## src/rtl/ring_cad_pkg.sv

```systemverilog
package ring_cad_pkg;

    typedef enum logic {
        ARM_WAIT = 1'b0,
        ARM_LIVE = 1'b1
    } arm_e;

    typedef struct packed {
        logic ok;
        logic bad;
    } verdict_t;

    function automatic verdict_t judge_period(input logic [31:0] val,
                                              input logic [31:0] lo,
                                              input logic [31:0] hi);
        verdict_t v;
        v.ok  = (val >= lo) && (val <= hi);
        v.bad = !v.ok;
        return v;
    endfunction

    function automatic logic [31:0] sat_inc(input logic [31:0] val,
                                            input logic [31:0] top);
        return (val >= top) ? top : val + 32'd1;
    endfunction

endpackage

```

## src/rtl/rcd_sync_edge.sv

```systemverilog
module rcd_sync_edge #(
    parameter int STAGES = 2
) (
    input  logic clk,
    input  logic rst,
    input  logic din,
    output logic rise
);
    logic [STAGES:0] pipe_q;

    always_ff @(posedge clk) begin
        if (rst) pipe_q <= '0;
        else     pipe_q <= {pipe_q[STAGES-1:0], din};
    end

    assign rise = pipe_q[STAGES-1] & ~pipe_q[STAGES];
endmodule

```

## src/rtl/rcd_period_meter.sv

```systemverilog
module rcd_period_meter #(
    parameter int CNT_W = 16
) (
    input  logic           clk,
    input  logic           rst,
    input  logic           tick_en,
    input  logic           rise,
    output logic [CNT_W:0] meas,
    output logic           timeout
);
    localparam logic [CNT_W-1:0] CNT_TOP = '1;

    logic [CNT_W-1:0] cnt_q;

    assign meas    = {1'b0, cnt_q} + {{CNT_W{1'b0}}, tick_en};
    assign timeout = (cnt_q == CNT_TOP) && !rise;

    always_ff @(posedge clk) begin
        if (rst)                             cnt_q <= '0;
        else if (rise)                       cnt_q <= '0;
        else if (tick_en && cnt_q != CNT_TOP) cnt_q <= cnt_q + 1'b1;
    end

    p_cnt_restart_r2: assert property (@(posedge clk) disable iff (rst)
        rise |=> (cnt_q == '0));
endmodule

```

## src/rtl/rcd_cycle_judge.sv

```systemverilog
module rcd_cycle_judge #(
    parameter int CNT_W = 16,
    parameter int CYC_W = 8
) (
    input  logic             clk,
    input  logic             rst,
    input  logic             rise,
    input  logic             timeout,
    input  logic [CNT_W:0]   meas,
    input  logic [CNT_W-1:0] lim_lo,
    input  logic [CNT_W-1:0] lim_hi,
    input  logic [CYC_W-1:0] need,
    output logic             ring_o,
    output logic             err_o
);
    import ring_cad_pkg::*;

    localparam logic [31:0] VCNT_TOP = 32'((64'd1 << CYC_W) - 1);

    arm_e             arm_q;
    logic [CYC_W-1:0] vcnt_q;
    logic [CYC_W-1:0] vnext;
    verdict_t         vd;

    assign vd    = judge_period(32'(meas), 32'(lim_lo), 32'(lim_hi));
    assign vnext = CYC_W'(sat_inc(32'(vcnt_q), VCNT_TOP));

    always_ff @(posedge clk) begin
        if (rst) begin
            arm_q  <= ARM_WAIT;
            vcnt_q <= '0;
            ring_o <= 1'b0;
            err_o  <= 1'b0;
        end else begin
            err_o <= 1'b0;
            if (timeout) begin
                arm_q  <= ARM_WAIT;
                vcnt_q <= '0;
                ring_o <= 1'b0;
            end else if (rise) begin
                if (arm_q == ARM_WAIT) begin
                    arm_q <= ARM_LIVE;
                end else if (vd.ok) begin
                    vcnt_q <= vnext;
                    ring_o <= (vnext >= need);
                end else begin
                    vcnt_q <= '0;
                    ring_o <= 1'b0;
                    err_o  <= 1'b1;
                end
            end
        end
    end

    p_ring_holds_r6: assert property (@(posedge clk) disable iff (rst)
        !(rise || timeout) |=> $stable(ring_o));
    p_err_clears_count_r5: assert property (@(posedge clk) disable iff (rst)
        err_o |-> (vcnt_q == '0));
endmodule

```

## src/rtl/ring_cadence_det.sv

```systemverilog
module ring_cadence_det #(
    parameter int CNT_W       = 16,
    parameter int CYC_W       = 8,
    parameter int SYNC_STAGES = 2
) (
    input  logic             clk,
    input  logic             rst,
    input  logic             tick_en,
    input  logic             ring_sense,
    input  logic [CNT_W-1:0] period_min,
    input  logic [CNT_W-1:0] period_max,
    input  logic [CYC_W-1:0] cycles_min,
    output logic             ring_present,
    output logic             period_err
);
    logic           rise;
    logic           timeout;
    logic [CNT_W:0] meas;

    rcd_sync_edge #(.STAGES(SYNC_STAGES)) u_sync (
        .clk (clk),
        .rst (rst),
        .din (ring_sense),
        .rise(rise)
    );

    rcd_period_meter #(.CNT_W(CNT_W)) u_meter (
        .clk    (clk),
        .rst    (rst),
        .tick_en(tick_en),
        .rise   (rise),
        .meas   (meas),
        .timeout(timeout)
    );

    rcd_cycle_judge #(.CNT_W(CNT_W), .CYC_W(CYC_W)) u_judge (
        .clk    (clk),
        .rst    (rst),
        .rise   (rise),
        .timeout(timeout),
        .meas   (meas),
        .lim_lo (period_min),
        .lim_hi (period_max),
        .need   (cycles_min),
        .ring_o (ring_present),
        .err_o  (period_err)
    );

    p_err_excl_r9: assert property (@(posedge clk) disable iff (rst)
        period_err |-> !ring_present);
    p_err_pulse_r5: assert property (@(posedge clk) disable iff (rst)
        period_err |=> !period_err);
    p_timeout_drop_r7: assert property (@(posedge clk) disable iff (rst)
        timeout |=> !ring_present);
endmodule

```

## config.mk

```make
export PLATFORM = sky130hd
export DESIGN_NAME = ring_cadence_det
export DESIGN_NICKNAME = d
export VERILOG_FILES = /design/src/rtl/ring_cad_pkg.sv /design/src/rtl/rcd_sync_edge.sv /design/src/rtl/rcd_period_meter.sv /design/src/rtl/rcd_cycle_judge.sv /design/src/rtl/ring_cadence_det.sv
export SDC_FILE = /design/constraint.sdc
export NUM_CORES = 1
export LEC_CHECK = 0
export BUFFER_PORTS_ARGS = -buffer_cell sky130_fd_sc_hd__buf_4
export CAP_MARGIN = 10
export CORE_ASPECT_RATIO = 1.2
export CORE_MARGIN = 1
export CORE_UTILIZATION = 35
export DETAILED_ROUTE_END_ITERATION = 7
export HOLD_SLACK_MARGIN = 0.12
export SETUP_SLACK_MARGIN = 0.2
export SLEW_MARGIN = 10
export SYNTH_ARGS = -nofsm -noshare
export SYNTH_HDL_FRONTEND = slang
export SYNTH_SLANG_ARGS = --single-unit
```

## constraint.sdc

```tcl
create_clock -name clk -period 7.3 [get_ports clk]
set_input_delay 1.46 -clock clk [delete_from_list [all_inputs] [get_ports clk]]
set_output_delay 1.46 -clock clk [all_outputs]
set_load 0.1 [all_outputs]
```

==> metrics, run 1 <==
outcome=finished, final reports clean; full die area=a little over 0.008 mm^2; Syn-to-layout area delta=16.56%; RR Endpoint=u_judge.vcnt_q[1]; Final nets=about 470; Core Area=0.007664 mm^2; Die X-Extent=between 80 and 90 um; largest net degree at the start of global routing=17; Routed Antenna Nets=0; footprint of the multi-input gates=0.001914 mm^2; max-cap viol count=0; Die Height=between 90 and 100 um; worst flop-to-flop path startpoint=u_meter.cnt_q[0]; Netlist cell types=between 40 and 50; CTS tree=built; port bufs=45; Final Hold Fails=0; first drt pass iteration count=6; critical path capture point type=flip-flop; final slew viol count=0; drc violations=0; peak supply drop=~0.12 mV; critical path's largest stage delay=between 500 and 600 ps; Slew HR=0.5360; Vias=approximately 2400; drt wl/cell=between 10 and 15 um; total routed wirelength=5868 um; vias per cell=approximately 5.0; register area share after synthesis=0.2184; WP buf/inv=1; RSZ-0062 raised after global routing=no; reg-to-reg slack, setup=roughly 3700 ps; grt ovf=0; first-pass GRT wire length=around 10000 um; GRT Resource Usage Total=0.1488; Synth Instances=roughly 340; worst path required time=7490 ps; TritonCTS buffer count=5; crit path max fanout=10; DR iter-0 viols=roughly 90; hold crit path type=flip-flop to flip-flop; ANT cells=0; CTS H-tree depth=2; leading cell types in the layout, fill and taps excluded=45 x buf_4, 44 x ha_1, 39 x inv_1; synthesized area=around 0.0028 mm^2; Final min period=4424 ps; actual slew at the worst max-slew pin=696.0 ps; initial core utilization=0.3589; asr flop ratio synth=0; Synth Flop Type=dfxtp_1; hold buffers post-CTS=0; number of synthesized flops with an enable pin=0; worst reg-to-reg path cell count=13; Worst path slowest cell=a2111oi_0; Rows=35; Power Dens Cells=between 100 and 150 mW/mm^2; storage element area=about 600 um^2; worst skew pair latency=between 200 and 300 ps; CP Launch Type=input port; Setup crit start=tick_en; Leak Pwr=1.616 nW; number of global-route vias before repair=2292; Worst-path clk slew=about 60 ps; worst-path cell chain=buf_4 > ha_1 > ha_1 > nand3_1 > nor2_1 > nand2_1 > xnor2_1 > ha_1 > nand3_1 > nor3_1 > a2111oi_0 > a31oi_1 > a211o_1 > o31ai_1; WP data arrival=roughly 4600 ps; clk_skew=about 4.5 ps; IO Count=between 40 and 50; post-synthesis area per instance=8.065 um^2; initial antenna violation count=0; post_cts resized=0; RD Place Congestion=~0.8; commonest non-fill, non-tap cell in the layout=buf_4; Synthesis Warnings=0; Syn Nets=429; CP top delay family=compound AO/OA/AOI/OAI gates; Tcrit/Tclk final=0.6060; Final setup viols=0; Fmax achieved=approximately 230 MHz; postcts setup bufs=0; Fill cells=a little over 800; Setup Crit Path Kind=input port to flip-flop; maximum root-to-sink buffer count=2; CP Capture Point=u_judge.vcnt_q[1]; #FFs+latches synth=30; CTS Root Cell=clkbuf_8; DPL Wire Length=4813 um; TNS Setup=0 ps; share of cells above drive strength 1=0.1615; most used cell, CP=ha_1; Critical Path Stages=14; Finished Core Util=0.4183; Sink Count=30
-- metal layers --
| metal | vias to the layer above | share of wire | track usage |
|---|---|---|---|
| met1 | 1050 | 0.46 | 0.1788 |
| met3 | 8 | 0.038 | 0.02988 |
| met2 | 48 | 0.49 | 0.2623 |
| met5 | - | 0 | 0 |
| met4 | 0 | 0.016 | 0.05438 |
| li1 | 1275 | - | - |
-- worst min-delay path by stage --
stage,cells after the start,endpoint,from
floorplan,1,u_sync.pipe_q[1],u_sync.pipe_q[0]
finish,1,u_sync.pipe_q[1],u_sync.pipe_q[0]
CTS,1,u_sync.pipe_q[1],u_sync.pipe_q[0]
detailed placement,1,u_sync.pipe_q[1],u_sync.pipe_q[0]
global placement,1,u_sync.pipe_q[1],u_sync.pipe_q[0]
global route,1,u_sync.pipe_q[1],u_sync.pipe_q[0]
-- cells in the mapped netlist, types with 2 or more instances --
library cell   n  area (um^2)
clkbuf_1       4        15.01
nor2b_1        6        37.54
nor4_1         3        18.77
inv_1         39        146.4
nand4_4        2        42.54
a211oi_1       3        22.52
nor2_1        30        112.6
o21ai_0       13        65.06
o21a_1         2        15.01
xnor2_1       17        148.9
nand2b_1       4        25.02
o31ai_1        2        15.01
xor2_1        13        113.9
nand4_1        9        56.30
dfxtp_1       30        600.6
nand3_1       27        135.1
nor3b_1        2        15.01
mux2i_1        2        20.02
a21o_1         5        37.54
clkbuf_8       2        27.53
nor3_1         3        15.01
nand2_1       24        90.09
a31oi_1        6        37.54
and2_1         4        25.02
and4_1         2        17.52
ha_1          44        550.5
a21oi_1       16        80.08
and3_1         7        43.79
-- worst register-to-register path: stages (launching register included) --
cell and delay, ps:
dfxtp_1 400, ha_1 210, ha_1 200, nand3_1 190, nor2_1 250, nand2_1 100
xnor2_1 200, ha_1 280, nand3_1 150, nor3_1 70, a2111oi_0 540, a31oi_1 170
a211o_1 440, o31ai_1 280
-- state kept, by name, indices dropped and copies added, names as in the netlist --
register	flops
u_judge.arm_q	1
u_judge.err_o	1
u_judge.ring_o	1
u_judge.vcnt_q	8
u_meter.cnt_q	16
u_sync.pipe_q	3
-- report_power, final --
part | switching, mW | internal (mW)
sequential | 0.00197 | 0.166
clock | 0.0611 | 0.0759
combinational | 0.0239 | 0.0284
-- final cells by class --
cell class,count,area share
Tap cell,92,0.03591
Sequential cell,30,0.1874
Multi-Input combinational cell,262,0.5972
Timing Repair Buffer,45,0.1054
Clock inverter,1,0.001561
Clock buffer,7,0.02693
Inverter,39,0.04567
-- cells by family after synthesis --
logic type,after synthesis,share of synthesized area
fa+ha+maj,44,0.2002
flops,30,0.2184
simple gates,128,0.2470
mux,3,0.01137
compound gates,57,0.1420
xor+xnor,30,0.09554
buf+inv,49,0.08553
-- stage by stage --
stage | worst slack, ps | power (mW) | hold WS, ps | instance area, um^2 | instances
final | 2876 | 0.3571 | 438.4 | 3206 | 476
after global routing | 2537 | 0.3774 | 461.7 | 3206 | 476
after CTS | 2820 | 0.3630 | 444.2 | 3206 | 476
after detailed placement | 2517 | 0.2245 | 428.9 | 3114 | 468
after global placement | 2601 | 0.2232 | 418.1 | 3114 | 468
after floorplan | 3250 | 0.1991 | 413.8 | 2750 | 341
Power figures use the tool's default switching activity.
==> inputs of run 2 (changes only) <==
clock period = 4.3 ns   (was 7.3 ns; I/O delays follow)
==> run 2 against run 1 <==
Sequential power rose by 70%; combinational power up 74%; via count is 2.2% higher; critical path depth unchanged; critical path type unchanged; critical endpoint unchanged; largest power group unchanged; highest routed layer unchanged.
==> metrics, run 2 (synthesis gave the netlist of run 1 again) <==
Fill cells=787; crit path max fanout=10; Vias=around 2400; DPL Wire Length=between 4000 and 5000 um; peak supply drop=around 0.18 mV; WP buf/inv=1; Die X-Extent=between 80 and 90 um; Worst-path clk slew=60 ps; CTS Root Cell=clkbuf_8; Die Height=99.11 um; TNS Setup=0 ps; max-cap viol count=0; worst flop-to-flop path startpoint=u_meter.cnt_q[0]; outcome=finished, final reports clean; clk_skew=4.850 ps; worst skew pair latency=270 ps; Power Dens Cells=roughly 190 mW/mm^2; worst path required time=4480 ps; Tcrit/Tclk final=0.8876; DR iter-0 viols=a little over 90; first-pass GRT wire length=approximately 10000 um; Routed Antenna Nets=0; initial antenna violation count=0; Rows=35; RD Place Congestion=roughly 0.83; WHS Endpoint=u_sync.pipe_q[1]; Fmax achieved=around 260 MHz; full die area=slightly above 0.008 mm^2; CP Launch Type=input port; vias per cell=between 5 and 6; DP Worst Slack=approximately 150 ps; first drt pass iteration count=7; M1 wire length=about 2700 um; Worst path slowest cell=a2111oi_1; Hold Crit Start=u_sync.pipe_q[0]; hold crit path type=flip-flop to flip-flop; initial core utilization=0.3589; ANT cells=0; worst reg-to-reg path cell count=13; Finished Core Util=0.4204; Final min period=about 3800 ps; WP data arrival=4000 ps; Final Hold Fails=0; biggest regs=u_meter.cnt_q: 16 flops, u_judge.vcnt_q: 8 flops, u_sync.pipe_q: 3 flops; maximum root-to-sink buffer count=2; Leak Pwr=~1.6 nW; port bufs=45; Setup Crit Path Kind=input port to flip-flop; total routed wirelength=5867 um; number of global-route vias before repair=~2400; critical path's largest stage delay=just under 500 ps; actual slew at the worst max-slew pin=just over 700 ps; share of cells above drive strength 1=0.1658; Final setup viols=0; max FFs per register=16; largest net degree at the start of global routing=17; critical path capture point type=flip-flop; IO Count=46; drc violations=0; top layer in use=met4; GRT Resource Usage Total=0.1485; met3 WL=about 220 um; CTS tree=built; worst-path cell chain=buf_4 > ha_1 > ha_1 > nand3_1 > nor2_1 > nand3_1 > xnor2_1 > ha_1 > a21oi_1 > nor3_1 > a2111oi_1 > a31oi_1 > a211o_1 > o31ai_1; RR Endpoint=u_judge.vcnt_q[1]; CP top delay family=compound AO/OA/AOI/OAI gates; grt ovf=0; hold buffers post-CTS=0; CTS H-tree depth=2; Core Area=between 0.007 and 0.008 mm^2; Final nets=approximately 470; met2 wire len=2874 um; Cells on Worst Hold Path=1; reg-to-reg slack, setup=760 ps; final slew viol count=0; RSZ-0062 raised after global routing=no; Top reg by flops=u_meter.cnt_q; Syn-to-layout area delta=17.15%; leading cell types in the layout, fill and taps excluded=47 x buf_4, 44 x ha_1, 39 x inv_1; TritonCTS buffer count=5; commonest non-fill, non-tap cell in the layout=buf_4; Sink Count=30; drt wl/cell=12.27 um; Slew HR=0.5227; most used cell, CP=ha_1; setup ws final=around 480 ps
run 2: worst max path at each step:
stage,depth (start not counted),to,slack [ps],startpoint
finish,14,u_judge.vcnt_q[1],480,tick_en
global route,14,u_judge.vcnt_q[4],230,tick_en
CTS,14,u_judge.vcnt_q[1],460,tick_en
detailed placement,14,u_judge.vcnt_q[1],150,tick_en
global placement,14,u_judge.ring_o,320,tick_en
floorplan,14,u_judge.ring_o,850,tick_en
run 2: area by class of cell:
type / instances / area (um^2) / share of cell area
clock inverters: 1 / 5.005 / 0.001553
inverters: 39 / 146.4 / 0.04544
multi-input cells: 262 / 1916 / 0.5946
clock buffers: 7 / 86.33 / 0.02680
flip-flops and latches: 30 / 600.6 / 0.1864
repair buffers: 47 / 352.8 / 0.1095
well taps: 92 / 115.1 / 0.03573
run 2: metrics by stage:
| step | cells | cell area (um^2) | hold WS (ps) | power, mW |
|---|---|---|---|---|
| final | 478 | 3222 | 437.7 | 0.6020 |
| after global routing | 478 | 3222 | 480.3 | 0.6360 |
| after CTS | 478 | 3221 | 441.4 | 0.6138 |
| after detailed placement | 470 | 3129 | 427.0 | 0.3827 |
| after global placement | 470 | 3129 | 419.7 | 0.3811 |
| after floorplan | 341 | 2750 | 413.8 | 0.3380 |
run 2: repair_timing:
action,in CTS,in global routing
setup buffers,0,0
setup endpoints to repair,0,6
gates resized for setup,0,1
run 2: routing by layer:
layer,up-vias,global-route usage
met5,-,0
met4,0,0.05570
met3,4,0.01743
met2,59,0.2680
met1,1093,0.1805
li1,1277,-
run 2: where the power goes:
part	total [mW]	switching, mW	internal (mW)
Combinational	0.0908	0.0422	0.0486
Sequential	0.285	0.00327	0.282
Clock	0.226	0.0976	0.129
Total	0.602	0.143	0.459
==> inputs of run 3 (changes only) <==
ABC_AREA = 1   (was default)
==> run 3 against run 2 <==
Via count grew 13%; clock power up 58%; highest routed layer unchanged; combinational power rose by 9.0%; clock skew up 2.9 ps; critical path type unchanged; area after synthesis is 8.1% higher; first-iteration DRC count fell by 24%; register-to-register slack improved by 770 ps.
==> metrics, run 3 <==
critical path's largest stage delay=290 ps; asr flop ratio synth=0; Sink Count=30; Netlist cell types=35; max FFs per register=16; postcts setup bufs=0; #FFs+latches synth=30; Syn-to-layout area delta=20.46%; met3 Resource Use GR=0.02242; max-cap viol count=0; Top reg by flops=u_meter.cnt_q; met2 Usage GRT=0.2839; initial core utilization=0.3625; worst skew pair latency=290 ps; Synth Instances=between 400 and 500; first drt pass iteration count=4; Setup Crit Path Kind=input port to flip-flop; Final setup viols=0; Leak Pwr=2.040 nW; number of synthesized flops with an enable pin=0; count leader, synth=nand2_1; post_cts resized=0; commonest non-fill, non-tap cell in the layout=nand2_1; worst path required time=between 4000 and 5000 ps; clk_skew=approximately 7.7 ps; Final nets=approximately 580; Die Height=between 100 and 150 um; outcome=finished, final reports clean; Fmax achieved=339.0 MHz; TNS Setup=0 ps; Syn Nets=roughly 530; full die area=0.008864 mm^2; initial antenna violation count=0; Final min period=a little under 3000 ps; ANT cells=0; GR peak layer=met2; largest net degree at the start of global routing=23; IO Count=46; Post-synth top cells=95 x nand2_1, 94 x inv_1, 46 x nor2_1; grt ovf=0; Slew HR=0.4933; WP buf/inv=2; CTS tree=built; total routed wirelength=between 6000 and 7000 um; final slew viol count=0; CTS Root Cell=clkbuf_8; biggest regs=u_meter.cnt_q: 16 flops, u_judge.vcnt_q: 8 flops, u_sync.pipe_q: 3 flops; share of cells above drive strength 1=0.1714; hold crit path type=flip-flop to flip-flop; number of global-route vias before repair=2543; leading cell types in the layout, fill and taps excluded=95 x nand2_1, 94 x inv_1, 46 x nor2_1, 46 x buf_4, 44 x ha_1; register area share after synthesis=0.2021; WP data arrival=approximately 3100 ps; port bufs=45; CP Launch Type=input port; critical path capture point type=flip-flop; CP top delay family=simple AND/OR/NAND/NOR gates; DR iter-0 viols=70; post-synthesis area per instance=6.678 um^2; worst-path cell chain=buf_4 > ha_1 > ha_1 > inv_1 > nor2_4 > nand3_4 > nor2_1 > xor2_1 > ha_1 > and3_1 > nand2_1 > nand2_1 > nor2_1 > nand2_1 > nand2_2 > nand2_4 > nand2_2 > nor2_2; met1 usage=0.1844; hold buffers post-CTS=0; vias per cell=4.489; Power Dens Cells=207.5 mW/mm^2; Final Instance Area=roughly 0.0036 mm^2; Rows=36; RD Place Congestion=between 0.8 and 0.9; TritonCTS buffer count=5; drt wl/cell=10.34 um; RSZ-0062 raised after global routing=no; DPL Wire Length=5355 um; Yosys top cell area share=0.2021; Die X-Extent=approximately 86 um; crit path max fanout=9; Tcrit/Tclk final=0.6860; synthesized area=around 0.0030 mm^2; Routed Antenna Nets=0; Final Hold Fails=0; first-pass GRT wire length=10820 um; maximum root-to-sink buffer count=2; Synth Flop Type=dfxtp_1; drc violations=0; Synth area leader=dfxtp_1; Worst path slowest cell=ha_1; GRT Resource Usage Total=0.1540; CTS H-tree depth=2; Synthesis Warnings=0; actual slew at the worst max-slew pin=roughly 760 ps; placed cell areas=~0.0034 mm^2; Worst-path clk slew=approximately 60 ps; Core Area=0.008198 mm^2; Synth area leaders=dfxtp_1 20%, ha_1 19%, nand2_1 12%; peak supply drop=0.1973 mV; Vias=approximately 2700
-- run 3: cell count changes in the layout (fill, tap and decap cells not counted), moves of 6 or more --
cell / change
a21oi_2: +9
nand2_1: +71
nand3_1: -11
inv_1: +55
o211ai_1: +7
nor2_1: +16
nor2b_1: -6
a21oi_1: +11
xnor2_1: -13
-- run 3: kinds of logic (layout without fill, tap and decap cells) --
kind of cell,after synthesis,in the layout,share of synthesized area
adders and majority gates,44,44,0.1853
xor gates and xnor gates,17,17,0.05010
AOI/OAI and AO/OA,61,61,0.1251
and+or+nand+nor,193,193,0.3074
buffers and inverters,100,151,0.1301
DFF,30,30,0.2021
-- run 3: stage by stage --
| stage | worst slack (ps) | util | hold slack (ps) | instances | power, mW |
|---|---|---|---|---|---|
| final | 1350 | 0.4367 | 408.4 | 610 | 0.7428 |
| after global routing | 1076 | 0.4367 | 431.5 | 610 | 0.7804 |
| after CTS | 1356 | 0.4367 | 412.5 | 610 | 0.7548 |
| after detailed placement | 1052 | 0.4193 | 401.4 | 602 | 0.3925 |
| after global placement | 1066 | 0.4193 | 399.8 | 602 | 0.3904 |
| after floorplan | 1387 | - | 388.3 | 445 | 0.3455 |
-- run 3: worst paths after layout --
kind,startpoint,endpoint,slack (ps),cells past startpoint
min reg2reg,u_sync.pipe_q[0],u_sync.pipe_q[1],410,2
min,u_sync.pipe_q[0],u_sync.pipe_q[1],410,2
max,tick_en,u_judge.err_o,1350,18
max reg2reg,u_meter.cnt_q[0],u_judge.err_o,1530,17
-- run 3: power breakdown --
group | switching, mW | internal (mW) | leakage [nW] | total (mW)
clock network | 0.111 | 0.247 | 0.0714 | 0.358
registers | 0.00371 | 0.282 | 0.243 | 0.286
logic | 0.0496 | 0.0495 | 1.73 | 0.0990
-- run 3: worst reg2reg max path, cell delays in order, from the launching register on --
cell and delay (ps):
dfxtp_1 440, ha_1 220, ha_1 190, inv_1 80, nor2_4 170, nand3_4 120
nor2_1 130, xor2_1 240, ha_1 290, and3_1 210, nand2_1 70, nand2_1 50
nor2_1 80, nand2_1 70, nand2_2 80, nand2_4 110, nand2_2 80, nor2_2 30
-- run 3: final cells by class --
type	instances	area (um^2)
Sequential cell	30	600.6
Inverter	97	364.1
Tap cell	114	142.6
Multi-Input combinational cell	315	1984
Timing Repair Buffer	46	345.3
Clock buffer	6	82.58
Fill cell	871	4618
Clock inverter	2	60.06
-- run 3: routing by layer --
| layer | vias to the layer above | part of all wire |
|---|---|---|
| li1 | 1511 | - |
| met1 | 1174 | 0.46 |
| met2 | 46 | 0.49 |
| met3 | 7 | 0.037 |
| met4 | 0 | 0.012 |
| met5 | - | 0 |
